<file path="src/rtl/gpioPortPkg.sv">
package gpioPortPkg;

  // Register offsets (byte addresses)
  localparam logic [7:0] OFS_PIN_IN  = 8'h08;
  localparam logic [7:0] OFS_OUT     = 8'h0C;
  localparam logic [7:0] OFS_SET_CLR = 8'h10;
  localparam logic [7:0] OFS_CLR     = 8'h14;

  typedef enum logic [1:0] {
    SEL_ZERO = 2'd0,
    SEL_IN   = 2'd1,
    SEL_OUT  = 2'd2
  } rdSel_e;

  typedef struct packed {
    logic   wrOut;
    logic   wrSetClr;
    logic   wrClr;
    logic   rdEn;
    rdSel_e rdSel;
  } portStrb_t;

endpackage

</file>
<file path="src/rtl/gpioPortCtrl.sv">
module gpioPortCtrl
  import gpioPortPkg::*;
#(
  parameter int ADDR_W = 8
) (
  input  logic              clk,
  input  logic              rstN,
  input  logic              busValid,
  input  logic              busWrite,
  input  logic [ADDR_W-1:0] busAddr,
  output portStrb_t         strb
);

  localparam logic [ADDR_W-1:0] A_IN  = ADDR_W'(OFS_PIN_IN);
  localparam logic [ADDR_W-1:0] A_OUT = ADDR_W'(OFS_OUT);
  localparam logic [ADDR_W-1:0] A_SC  = ADDR_W'(OFS_SET_CLR);
  localparam logic [ADDR_W-1:0] A_CLR = ADDR_W'(OFS_CLR);

  logic isWr;
  logic isRd;

  assign isWr = busValid & busWrite;
  assign isRd = busValid & ~busWrite;

  always_comb begin
    strb          = '0;
    strb.rdSel    = SEL_ZERO;
    strb.rdEn     = isRd;
    strb.wrOut    = isWr && (busAddr == A_OUT);
    strb.wrSetClr = isWr && (busAddr == A_SC);
    strb.wrClr    = isWr && (busAddr == A_CLR);
    if (isRd) begin
      if (busAddr == A_IN)       strb.rdSel = SEL_IN;
      else if (busAddr == A_OUT) strb.rdSel = SEL_OUT;
      else                       strb.rdSel = SEL_ZERO;
    end
  end


  strb_onehot_chk: assert property (@(posedge clk) disable iff (!rstN)
    $onehot0({strb.wrOut, strb.wrSetClr, strb.wrClr, strb.rdEn}));


  wr_no_read_chk: assert property (@(posedge clk) disable iff (!rstN)
    (busValid && busWrite) |-> !strb.rdEn);

endmodule

</file>
<file path="src/rtl/gpioPortData.sv">
module gpioPortData
  import gpioPortPkg::*;
#(
  parameter int PIN_W  = 16,
  parameter int DATA_W = 32,
  parameter int SYNC_N = 2
) (
  input  logic              clk,
  input  logic              rstN,
  input  portStrb_t         strb,
  input  logic [DATA_W-1:0] wdata,
  input  logic [PIN_W-1:0]  pinIn,
  output logic [PIN_W-1:0]  pinOut,
  output logic [DATA_W-1:0] rdata
);

  localparam int PAD_W = DATA_W - PIN_W;

  logic [PIN_W-1:0] setMask;
  logic [PIN_W-1:0] clrMask;
  logic [PIN_W-1:0] outNext;
  logic [PIN_W-1:0] outReg;
  logic [PIN_W-1:0] syncStage [SYNC_N];
  logic [PIN_W-1:0] pinSynced;
  logic [DATA_W-1:0] rdNext;

  assign setMask = wdata[PIN_W-1:0];
  assign clrMask = wdata[2*PIN_W-1:PIN_W];

  // Input synchronizer chain
  always_ff @(posedge clk or negedge rstN) begin
    if (!rstN) syncStage[0] <= '0;
    else       syncStage[0] <= pinIn;
  end

  for (genvar s = 1; s < SYNC_N; s++) begin : g_sync
    always_ff @(posedge clk or negedge rstN) begin
      if (!rstN) syncStage[s] <= '0;
      else       syncStage[s] <= syncStage[s-1];
    end
  end

  assign pinSynced = syncStage[SYNC_N-1];

  // Per-bit next-state: set beats clear
  for (genvar b = 0; b < PIN_W; b++) begin : g_bit
    always_comb begin
      outNext[b] = outReg[b];
      if (strb.wrOut)
        outNext[b] = setMask[b];
      else if (strb.wrSetClr) begin
        if (setMask[b])      outNext[b] = 1'b1;
        else if (clrMask[b]) outNext[b] = 1'b0;
      end else if (strb.wrClr && setMask[b])
        outNext[b] = 1'b0;
    end
  end

  always_ff @(posedge clk or negedge rstN) begin
    if (!rstN) outReg <= '0;
    else       outReg <= outNext;
  end

  assign pinOut = outReg;

  always_comb begin
    rdNext = '0;
    if (strb.rdEn) begin
      case (strb.rdSel)
        SEL_IN:  rdNext = {{PAD_W{1'b0}}, pinSynced};
        SEL_OUT: rdNext = {{PAD_W{1'b0}}, outReg};
        default: rdNext = '0;
      endcase
    end
  end

  always_ff @(posedge clk or negedge rstN) begin
    if (!rstN) rdata <= '0;
    else       rdata <= rdNext;
  end


  wr_out_chk: assert property (@(posedge clk) disable iff (!rstN)
    strb.wrOut |=> pinOut == $past(setMask));


  set_bits_chk: assert property (@(posedge clk) disable iff (!rstN)
    strb.wrSetClr |=> (pinOut & $past(setMask)) == $past(setMask));


  clr_bits_chk: assert property (@(posedge clk) disable iff (!rstN)
    strb.wrSetClr |=> (pinOut & $past(clrMask & ~setMask)) == '0);


  keep_bits_chk: assert property (@(posedge clk) disable iff (!rstN)
    strb.wrSetClr |=> ((pinOut ^ $past(pinOut)) & ~$past(setMask | clrMask)) == '0);


  clr_only_chk: assert property (@(posedge clk) disable iff (!rstN)
    strb.wrClr |=> ((pinOut & $past(setMask)) == '0) &&
                   ((pinOut ^ $past(pinOut)) & ~$past(setMask)) == '0);


  hold_chk: assert property (@(posedge clk) disable iff (!rstN)
    !(strb.wrOut || strb.wrSetClr || strb.wrClr) |=> $stable(pinOut));


  rd_idle_chk: assert property (@(posedge clk) disable iff (!rstN)
    !strb.rdEn |=> rdata == '0);


  rd_pad_chk: assert property (@(posedge clk) disable iff (!rstN)
    rdata[DATA_W-1:PIN_W] == '0);

endmodule

</file>
<file path="src/rtl/gpioSetClrPort.sv">
module gpioSetClrPort
  import gpioPortPkg::*;
#(
  parameter int PIN_W  = 16,
  parameter int DATA_W = 32,
  parameter int ADDR_W = 8
) (
  input  logic              clk,
  input  logic              rstN,
  input  logic              busValid,
  input  logic              busWrite,
  input  logic [ADDR_W-1:0] busAddr,
  input  logic [DATA_W-1:0] busWdata,
  output logic [DATA_W-1:0] busRdata,
  input  logic [PIN_W-1:0]  pinIn,
  output logic [PIN_W-1:0]  pinOut
);

  portStrb_t strb;

  gpioPortCtrl #(.ADDR_W(ADDR_W)) u_ctrl (
    .clk      (clk),
    .rstN     (rstN),
    .busValid (busValid),
    .busWrite (busWrite),
    .busAddr  (busAddr),
    .strb     (strb)
  );

  gpioPortData #(.PIN_W(PIN_W), .DATA_W(DATA_W), .SYNC_N(2)) u_data (
    .clk    (clk),
    .rstN   (rstN),
    .strb   (strb),
    .wdata  (busWdata),
    .pinIn  (pinIn),
    .pinOut (pinOut),
    .rdata  (busRdata)
  );


  reset_out_chk: assert property (@(posedge clk)
    !rstN |-> (pinOut == '0) && (busRdata == '0));

endmodule

</file>
<file path="config.mk">
export PLATFORM = sky130hd
export DESIGN_NAME = gpioSetClrPort
export DESIGN_NICKNAME = d
export VERILOG_FILES = /design/src/rtl/gpioPortPkg.sv /design/src/rtl/gpioPortCtrl.sv /design/src/rtl/gpioPortData.sv /design/src/rtl/gpioSetClrPort.sv
export SDC_FILE = /design/constraint.sdc
export NUM_CORES = 1
export LEC_CHECK = 0
export ABC_AREA = 1
export BUFFER_PORTS_ARGS = -buffer_cell sky130_fd_sc_hd__buf_2
export CAP_MARGIN = 25
export CORE_MARGIN = 2
export CORE_UTILIZATION = 45
export CTS_CLUSTER_SIZE = 28
export DETAILED_ROUTE_END_ITERATION = 8
export PLACE_DENSITY = 0.75
export SKIP_LAST_GASP = 1
export SLEW_MARGIN = 20
export SYNTH_ARGS = -nofsm -noshare
export SYNTH_HDL_FRONTEND = slang
export SYNTH_SLANG_ARGS = --single-unit
</file>
<file path="constraint.sdc">
create_clock -name clk -period 1.3 [get_ports clk]
set_clock_uncertainty 0.2 [all_clocks]
set_input_delay 0.13 -clock clk [delete_from_list [all_inputs] [get_ports clk]]
set_output_delay 0.13 -clock clk [all_outputs]
set_load 0.01 [all_outputs]
</file>
# After elaboration in Yosys (flattened, before gate mapping)
# Cells that the tools add are included.
# totals
regBits	80
input_bits	60
out_inout_bits	48
wordCells	180
# classes
eq_ne	22
mux	85
bitwise	3
n_reduce_logical	51
# op_table
op	n
1-bit two-way mux	80
4-bit by 3-bit inequality test with 1-bit output, second input constant	16
3-bit nonzero test	16
32-bit two-way mux	1
16-bit case mux with 2 select lines	1
2-bit AND reduction	16
1-bit logical AND	19
8-bit by 4-bit equality test with 1-bit output, second input constant	2
8-bit by 5-bit equality test with 1-bit output, second input constant	2
2-bit two-way mux	3
1-bit bitwise AND	2
2-bit by 1-bit equality test with 1-bit output, second input constant	1
2-bit equality test, second input constant	1
1-bit inverter	1

# Longest topological paths before layout
# Gate-level depths: netlist of the first run.
# depth
depth_word	7
mapped_depth	11
depth_no_buf	10

# By module
# A second synthesis of the first run with hierarchy kept.
# hier_totals
hier_cells	311
hier_area_um2	2677.6
# by_module_without_submodules
mod	instances	cells_per_inst	area_per_inst_um2	seq_area_each_um2
gpioPortData	1	277	2537.4	1601.5
gpioPortCtrl	1	34	140.1	0.0

# Worst setup path after synthesis of the first run
# Ideal clock, no wire load.
# synth_timing
path_kind	input -> register
start	input port busAddr[5]
end	register u_data.outReg[10], in the netlist u_data.pinOut[10]
arrival_ns	1.049
path_slack_ns	-0.066
cell_stages	9
path_buffers	1
path_cell_list	inv_1 nand3_1 nor2_8 nand2_4 buf_4 nand3_1 nand2_1 nand2_1 nand2_1
# synth_between
elab_chain_len	5
elab_cells_between_ends	12
# synth_lines
item	line_no	source
start: declaration	gpioSetClrPort.sv:12	input logic [ADDR_W-1:0] busAddr,
8-bit by 5-bit equality test with 1-bit output	gpioPortCtrl.sv:31	strb.wrClr = isWr && (busAddr == A_CLR);
1-bit logical AND	gpioPortCtrl.sv:31	
1-bit logical AND	gpioPortData.sv:54	end else if (strb.wrClr && setMask[b])
3-bit nonzero test (no line)	-	
2-bit AND reduction (no line)	-	
end signal: assignment	gpioPortData.sv:61	else outReg <= outNext;
end: declaration	gpioPortData.sv:22	logic [PIN_W-1:0] outReg;
# Parallel ways exist; a longest one is shown, timed or not.
# A chain may end at the register's enable or synchronous reset.

# Final worst setup path of the first run
# layout_timing
start	register u_data.outReg[8], in the netlist u_data.pinOut[8]
end	output port pinOut[8]
# layout_rtl
item	line_no	source
end: declaration	gpioSetClrPort.sv:16	output logic [PIN_W-1:0] pinOut
# No word-level cell between the ends.

==> impl_metrics.tcl, run 1 <==
set metrics [dict create \
    status "completed" \
    max_stage_delay_ns 0.43 \
    layout-drive-gt1-share_pct 30.13 \
    cp_slowest_cell "dfrtp_1" \
    ys_ff_latch 64 \
    clock_latency_ns 0.35 \
    seq_area_frac_synth_pct 58.34 \
    grt_usage_pct 24.67 \
    crit_buf_inv 1 \
    fin_area_sq_um 4064 \
    cts_tree "built" \
    synthCells 297 \
    cts-resized-gates 0 \
    hold_buffers 49 \
    timing.final.crit_share_pct 97.78 \
    cts_max_path_buffers 2 \
    swShare_pct 23.81 \
    hold_viol_final 0 \
    die_w_microns 82.11 \
    yosys_warnings 0 \
    path_clk_slew_ns 0.08 \
    io_pins 108 \
    powerDensity_nw_per_um2 1061 \
    hold_slack_ns 0.1233 \
    cp_top_family "flip-flops" \
    finalNetCount 513 \
    drt-vias-per-instance 5.041 \
    maxSlewViolCount 0 \
    chipHeight_microns 82.11 \
    finalSetupTns_ns 0 \
    dp_hpwl_microns 4689 \
    routabilityCongestion 0.8559 \
    fill_cells 441 \
    drc 0 \
    placed_cell_area_sq_um 3367 \
    drtIter0Drc 339 \
    antenna_found_initial 0 \
    regArea_sq_um 1602 \
    p_leak_uw 0.002249 \
    period_needed_ns 1.271 \
    ant_nets 0 \
    rows 28 \
    startpoint_type "register" \
    drtPass1Iterations 6 \
    cp_cell_sequence "buf_2" \
    ctsRootBufferMaster "clkbuf_8" \
    area_growth_pct 48.04 \
    arrival_ns 0.94 \
    initial_core_util_pct 46.37 \
    switchingPower_uw 1026 \
    core_area_sq_um 5921 \
    required_ns 0.97 \
    cts_setup_buffers 0 \
    vdd_ir_drop_max_v 0.001181 \
    synth.distinct_cells 22 \
    grt_setup_unrepaired "no" \
    multi_input_area_sq_um 973.4 \
    portBuffers 91 \
    wl_per_cell_microns 14.60 \
    grt_first_pass_wirelength_microns 12190 \
    finalSetupViolCount 0 \
    clock.fmax_mhz 786.7 \
    grt-ovfl-total 0 \
    p_comb_share_pct 11.0 \
    crit_fanout 3 \
    grt_pass1_vias 2652 \
    vias 2687 \
    n_antenna_cell 0 \
    numCtsBuffers 9 \
    internal-power_uw 3284 \
    routed_wl_microns 7783 \
    grt_max_degree 65 \
    die_area_sq_um 6741 \
    drv_cap 0 \
    cts.htree.levels 3 \
    synth_area_sq_um 2745 \
    clock-sinks 64 \
    worstSetupEndpointType "output port" \
    syn_avg_cell_area_sq_um 9.243 \
    worst_hold_path_type "in2async" \
    crit_type "reg2out" \
    power_frac_seq_pct 48.9 \
    clockPowerShare_pct 40.1 \
]
[flip-flops by register name, indices dropped and copies added (netlist names)]
name,count
u_data.pinSynced,16
u_data.syncStage,16
u_data.rdata,16
u_data.pinOut,16
[through the flow]
step	cells	util, %	power [uW]	setup WS [ns]
5_1_grt	533	68.64	4500	0.001313
3_3_place_gp	468	56.87	2482	-0.1086
3_5_place_dp	468	56.87	2492	-0.1532
4_1_cts	533	68.64	4326	0.03947
6_report	533	68.64	4311	0.02889
2_1_floorplan	312	-	2283	0.005964
[final timing paths]
path | startpoint | end | slack (ns) | cells past startpoint
hold reg to reg | u_data.syncStage[20] | u_data.pinSynced[4] | 0.14 | 0
max in group asynchronous | rstN | u_data.syncStage[16] | 0.49 | 3
hold / removal | rstN | u_data.pinOut[3] | 0.12 | 3
setup reg to reg | u_data.pinOut[8] | u_data.rdata[8] | 0.39 | 2
min in group clk | busWrite | u_data.rdata[14] | 0.14 | 6
setup / recovery | u_data.pinOut[8] | pinOut[8] | 0.03 | 1
[layout make-up]
type                    instances  area share (%)
clock inverters                 5           1.355
well taps                      75           2.309
flip-flops and latches         64           39.41
clock buffers                  11           3.725
repair buffers                156           28.08
multi-input cells             211           23.95
inverters                      11           1.170
[power by group through the flow]
stage               clock network [uW]  logic, uW  registers (uW)
floorplan                            0        138            2140
global route                      1870        518            2110
finish                            1730        474            2110
detailed placement                   0        348            2140
CTS                               1760        463            2110
global placement                     0        342            2140
[cells in the final DEF (no fill, tap or decap), drive strengths merged]
master,count
nor3,1
bufinv,1
inv,9
nor4,1
nor2,22
clkbuf,11
conb,16
buf,107
dfrtp,64
dlygate4sd3,49
nand2,103
clkinv,4
nand3,68
clkinvlp,2
[cells in the mapped netlist]
cell type | number | share of area (%)
dfrtp_1 | 64 | 58
buf_6 | 1 | 0.41
nand2_2 | 1 | 0.23
buf_4 | 18 | 4.9
nor4_4 | 1 | 0.77
inv_6 | 1 | 0.32
buf_2 | 4 | 0.73
nand2_1 | 99 | 14
nor2_2 | 2 | 0.46
nand3_1 | 66 | 12
nor3_4 | 1 | 0.59
inv_2 | 1 | 0.14
clkinv_2 | 1 | 0.18
conb_1 | 1 | 0.14
nor2_8 | 1 | 0.73
buf_8 | 1 | 0.55
nand2_4 | 3 | 1.2
nor2_1 | 19 | 2.6
inv_1 | 7 | 0.96
clkbuf_1 | 2 | 0.27
clkinv_1 | 1 | 0.14
nand3_2 | 2 | 0.73
[per-layer routing]
metal	share of wire, %	routed length, microns	global-route usage (%)
met5	0	0	0
met4	4.5	350	11.33
met3	7.3	567	8.152
met2	52	4044	44.80
met1	36	2820	25.66
[kinds of logic after synthesis]
group                  after synthesis  share of synthesized area, %
and+or+nand+nor                    195                         32.91
buffers and inverters               37                         8.614
DFF                                 64                         58.34
other                                1                        0.1366
[worst reg2reg max path, delay by kind of cell, from the launching register on]
kind / cells / cell delay [ns]
flip-flops: 1 / 0.43
AND/OR/NAND/NOR: 2 / 0.16
(Power assumes the default switching activity.)
==> run 2, diff against run 1 <==
==> constraint.sdc (replaced) <==
create_clock -name clk -period 1.2 [get_ports clk]
set_clock_uncertainty 0.2 [all_clocks]
set_input_delay 0.12 -clock clk [delete_from_list [all_inputs] [get_ports clk]]
set_output_delay 0.12 -clock clk [all_outputs]
set_load 0.01 [all_outputs]
==> impl_metrics.tcl, run 2 (synthesized netlist as in run 1, its figures left out) <==
set metrics [dict create \
    rows 28 \
    timing.final.crit_share_pct 101.5 \
    cts_tree "built" \
    required_ns 0.88 \
    clock-sinks 64 \
    worstRegToRegCells 4 \
    portBuffers 91 \
    layout_commonest_cell "nand2_1" \
    chipHeight_microns 82.11 \
    area_growth_pct 54.47 \
    period_needed_ns 1.218 \
    ctsRootBufferMaster "clkbuf_8" \
    r2r-end "u_data.rdata[15]" \
    endpoint "pinOut[13]" \
    powerDensity_nw_per_um2 1110 \
    drtIter0Drc 163 \
    antenna_found_initial 0 \
    finalNetCount 531 \
    worst_hold_path_type "in2async" \
    clock_latency_ns 0.34 \
    wl_per_cell_microns 14.60 \
    grt_usage_pct 24.92 \
    cp_slowest_cell "dfrtp_1" \
    initial_core_util_pct 46.37 \
    core_area_sq_um 5921 \
    cp_cell_sequence "buf_2" \
    layout-drive-gt1-share_pct 33.19 \
    drv_cap 0 \
    clock.fmax_mhz 821.0 \
    cts_max_path_buffers 2 \
    die_w_microns 82.11 \
    p_leak_uw 0.002334 \
    path_depth 1 \
    die_area_sq_um 6741 \
    routed_wl_microns 8044 \
    ant_nets 0 \
    path_clk_slew_ns 0.07 \
    vdd_ir_drop_max_v 0.0009747 \
    io_pins 108 \
    worst-r2r-setup-slack_ns 0.07 \
    hold_viol_final 0 \
    grt-ovfl-total 0 \
    hold_slack_ns 0.1189 \
    cp_top_family "flip-flops" \
    drt-vias-per-instance 4.985 \
    status "finished with violations" \
    vias 2747 \
    crit_buf_inv 1 \
    crit_start "u_data.pinOut[13]" \
    dp_hpwl_microns 4748 \
    cts.htree.levels 3 \
    drc 0 \
    violations "negative setup slack" \
    crit_type "reg2out" \
    grt_setup_unrepaired "yes" \
    arrival_ns 0.90 \
    drtPass1Iterations 4 \
    grt_max_degree 65 \
    setup_ws_ns -0.01804 \
    fin_util_pct 71.62 \
    mostFrequentLayoutCells "nand2_1, buf_2, nand3_1, dfrtp_1, dlygate4sd3_1" \
    r2r-start "u_data.pinOut[15]" \
    crit_fanout 2 \
    grt_first_pass_wirelength_microns 12320 \
    numCtsBuffers 9 \
    finalSetupViolCount 4 \
    maxSlewViolCount 0 \
    routabilityCongestion 0.8677 \
    grt_pass1_vias 2665 \
    startpoint_type "register" \
    n_antenna_cell 0 \
    worstSetupEndpointType "output port" \
    max_stage_delay_ns 0.41 \
]
## run 2: how the worst min path moves through the flow
stage               startpoint                  end  cells past startpoint
finish                    rstN      u_data.rdata[6]                      3
global placement          rstN      u_data.rdata[6]                      2
floorplan                 rstN     u_data.pinOut[0]                      0
global route              rstN  u_data.pinSynced[8]                      3
CTS                   busWrite      u_data.rdata[7]                      6
detailed placement        rstN      u_data.rdata[6]                      2
## run 2: power by group
part / switching [uW] / internal (uW)
registers: 36.7 / 2240
logic: 287 / 297
clock network: 874 / 975
total: 1200 / 3510
## run 2: cell type report
cell class,count,area [sq um]
well taps,75,93.84
fillers,401,1680
multi-input cells,211,989.7
flip-flops and latches,64,1602
inverters,11,51.30
clock inverters,7,78.83
repair buffers,174,1301
clock buffers,9,123.9
## run 2: timing repair
action,in CTS,in global routing
setup buffers,16,5
endpoints found under the hold margin,96,0
hold buffers,49,0
endpoints found under the setup margin,16,18
resized for setup,0,5
## run 2: routing by layer
layer / share of wire (%) / vias to the layer above / global-route usage, %
met4: 4.0 / 0 / 13.67
met3: 6.7 / 30 / 5.326
li1: - / 1272 / -
met5: 0 / - / 0
met2: 53 / 133 / 43.25
met1: 37 / 1312 / 28.65
## run 2: per-stage QoR
step	setup slack [ns]	total power, uW	instances	instance area (sq um)	setup TNS (ns)
finish	-0.01804	4708	551	4240	-0.03760
global route	-0.05223	4895	551	4240	-0.3637
CTS	-0.02140	4696	546	4175	-0.06704
detailed placement	-0.2204	2697	465	3362	-6.293
global placement	-0.1869	2686	465	3362	-4.802
floorplan	-0.06948	2478	312	2841	-0.8725
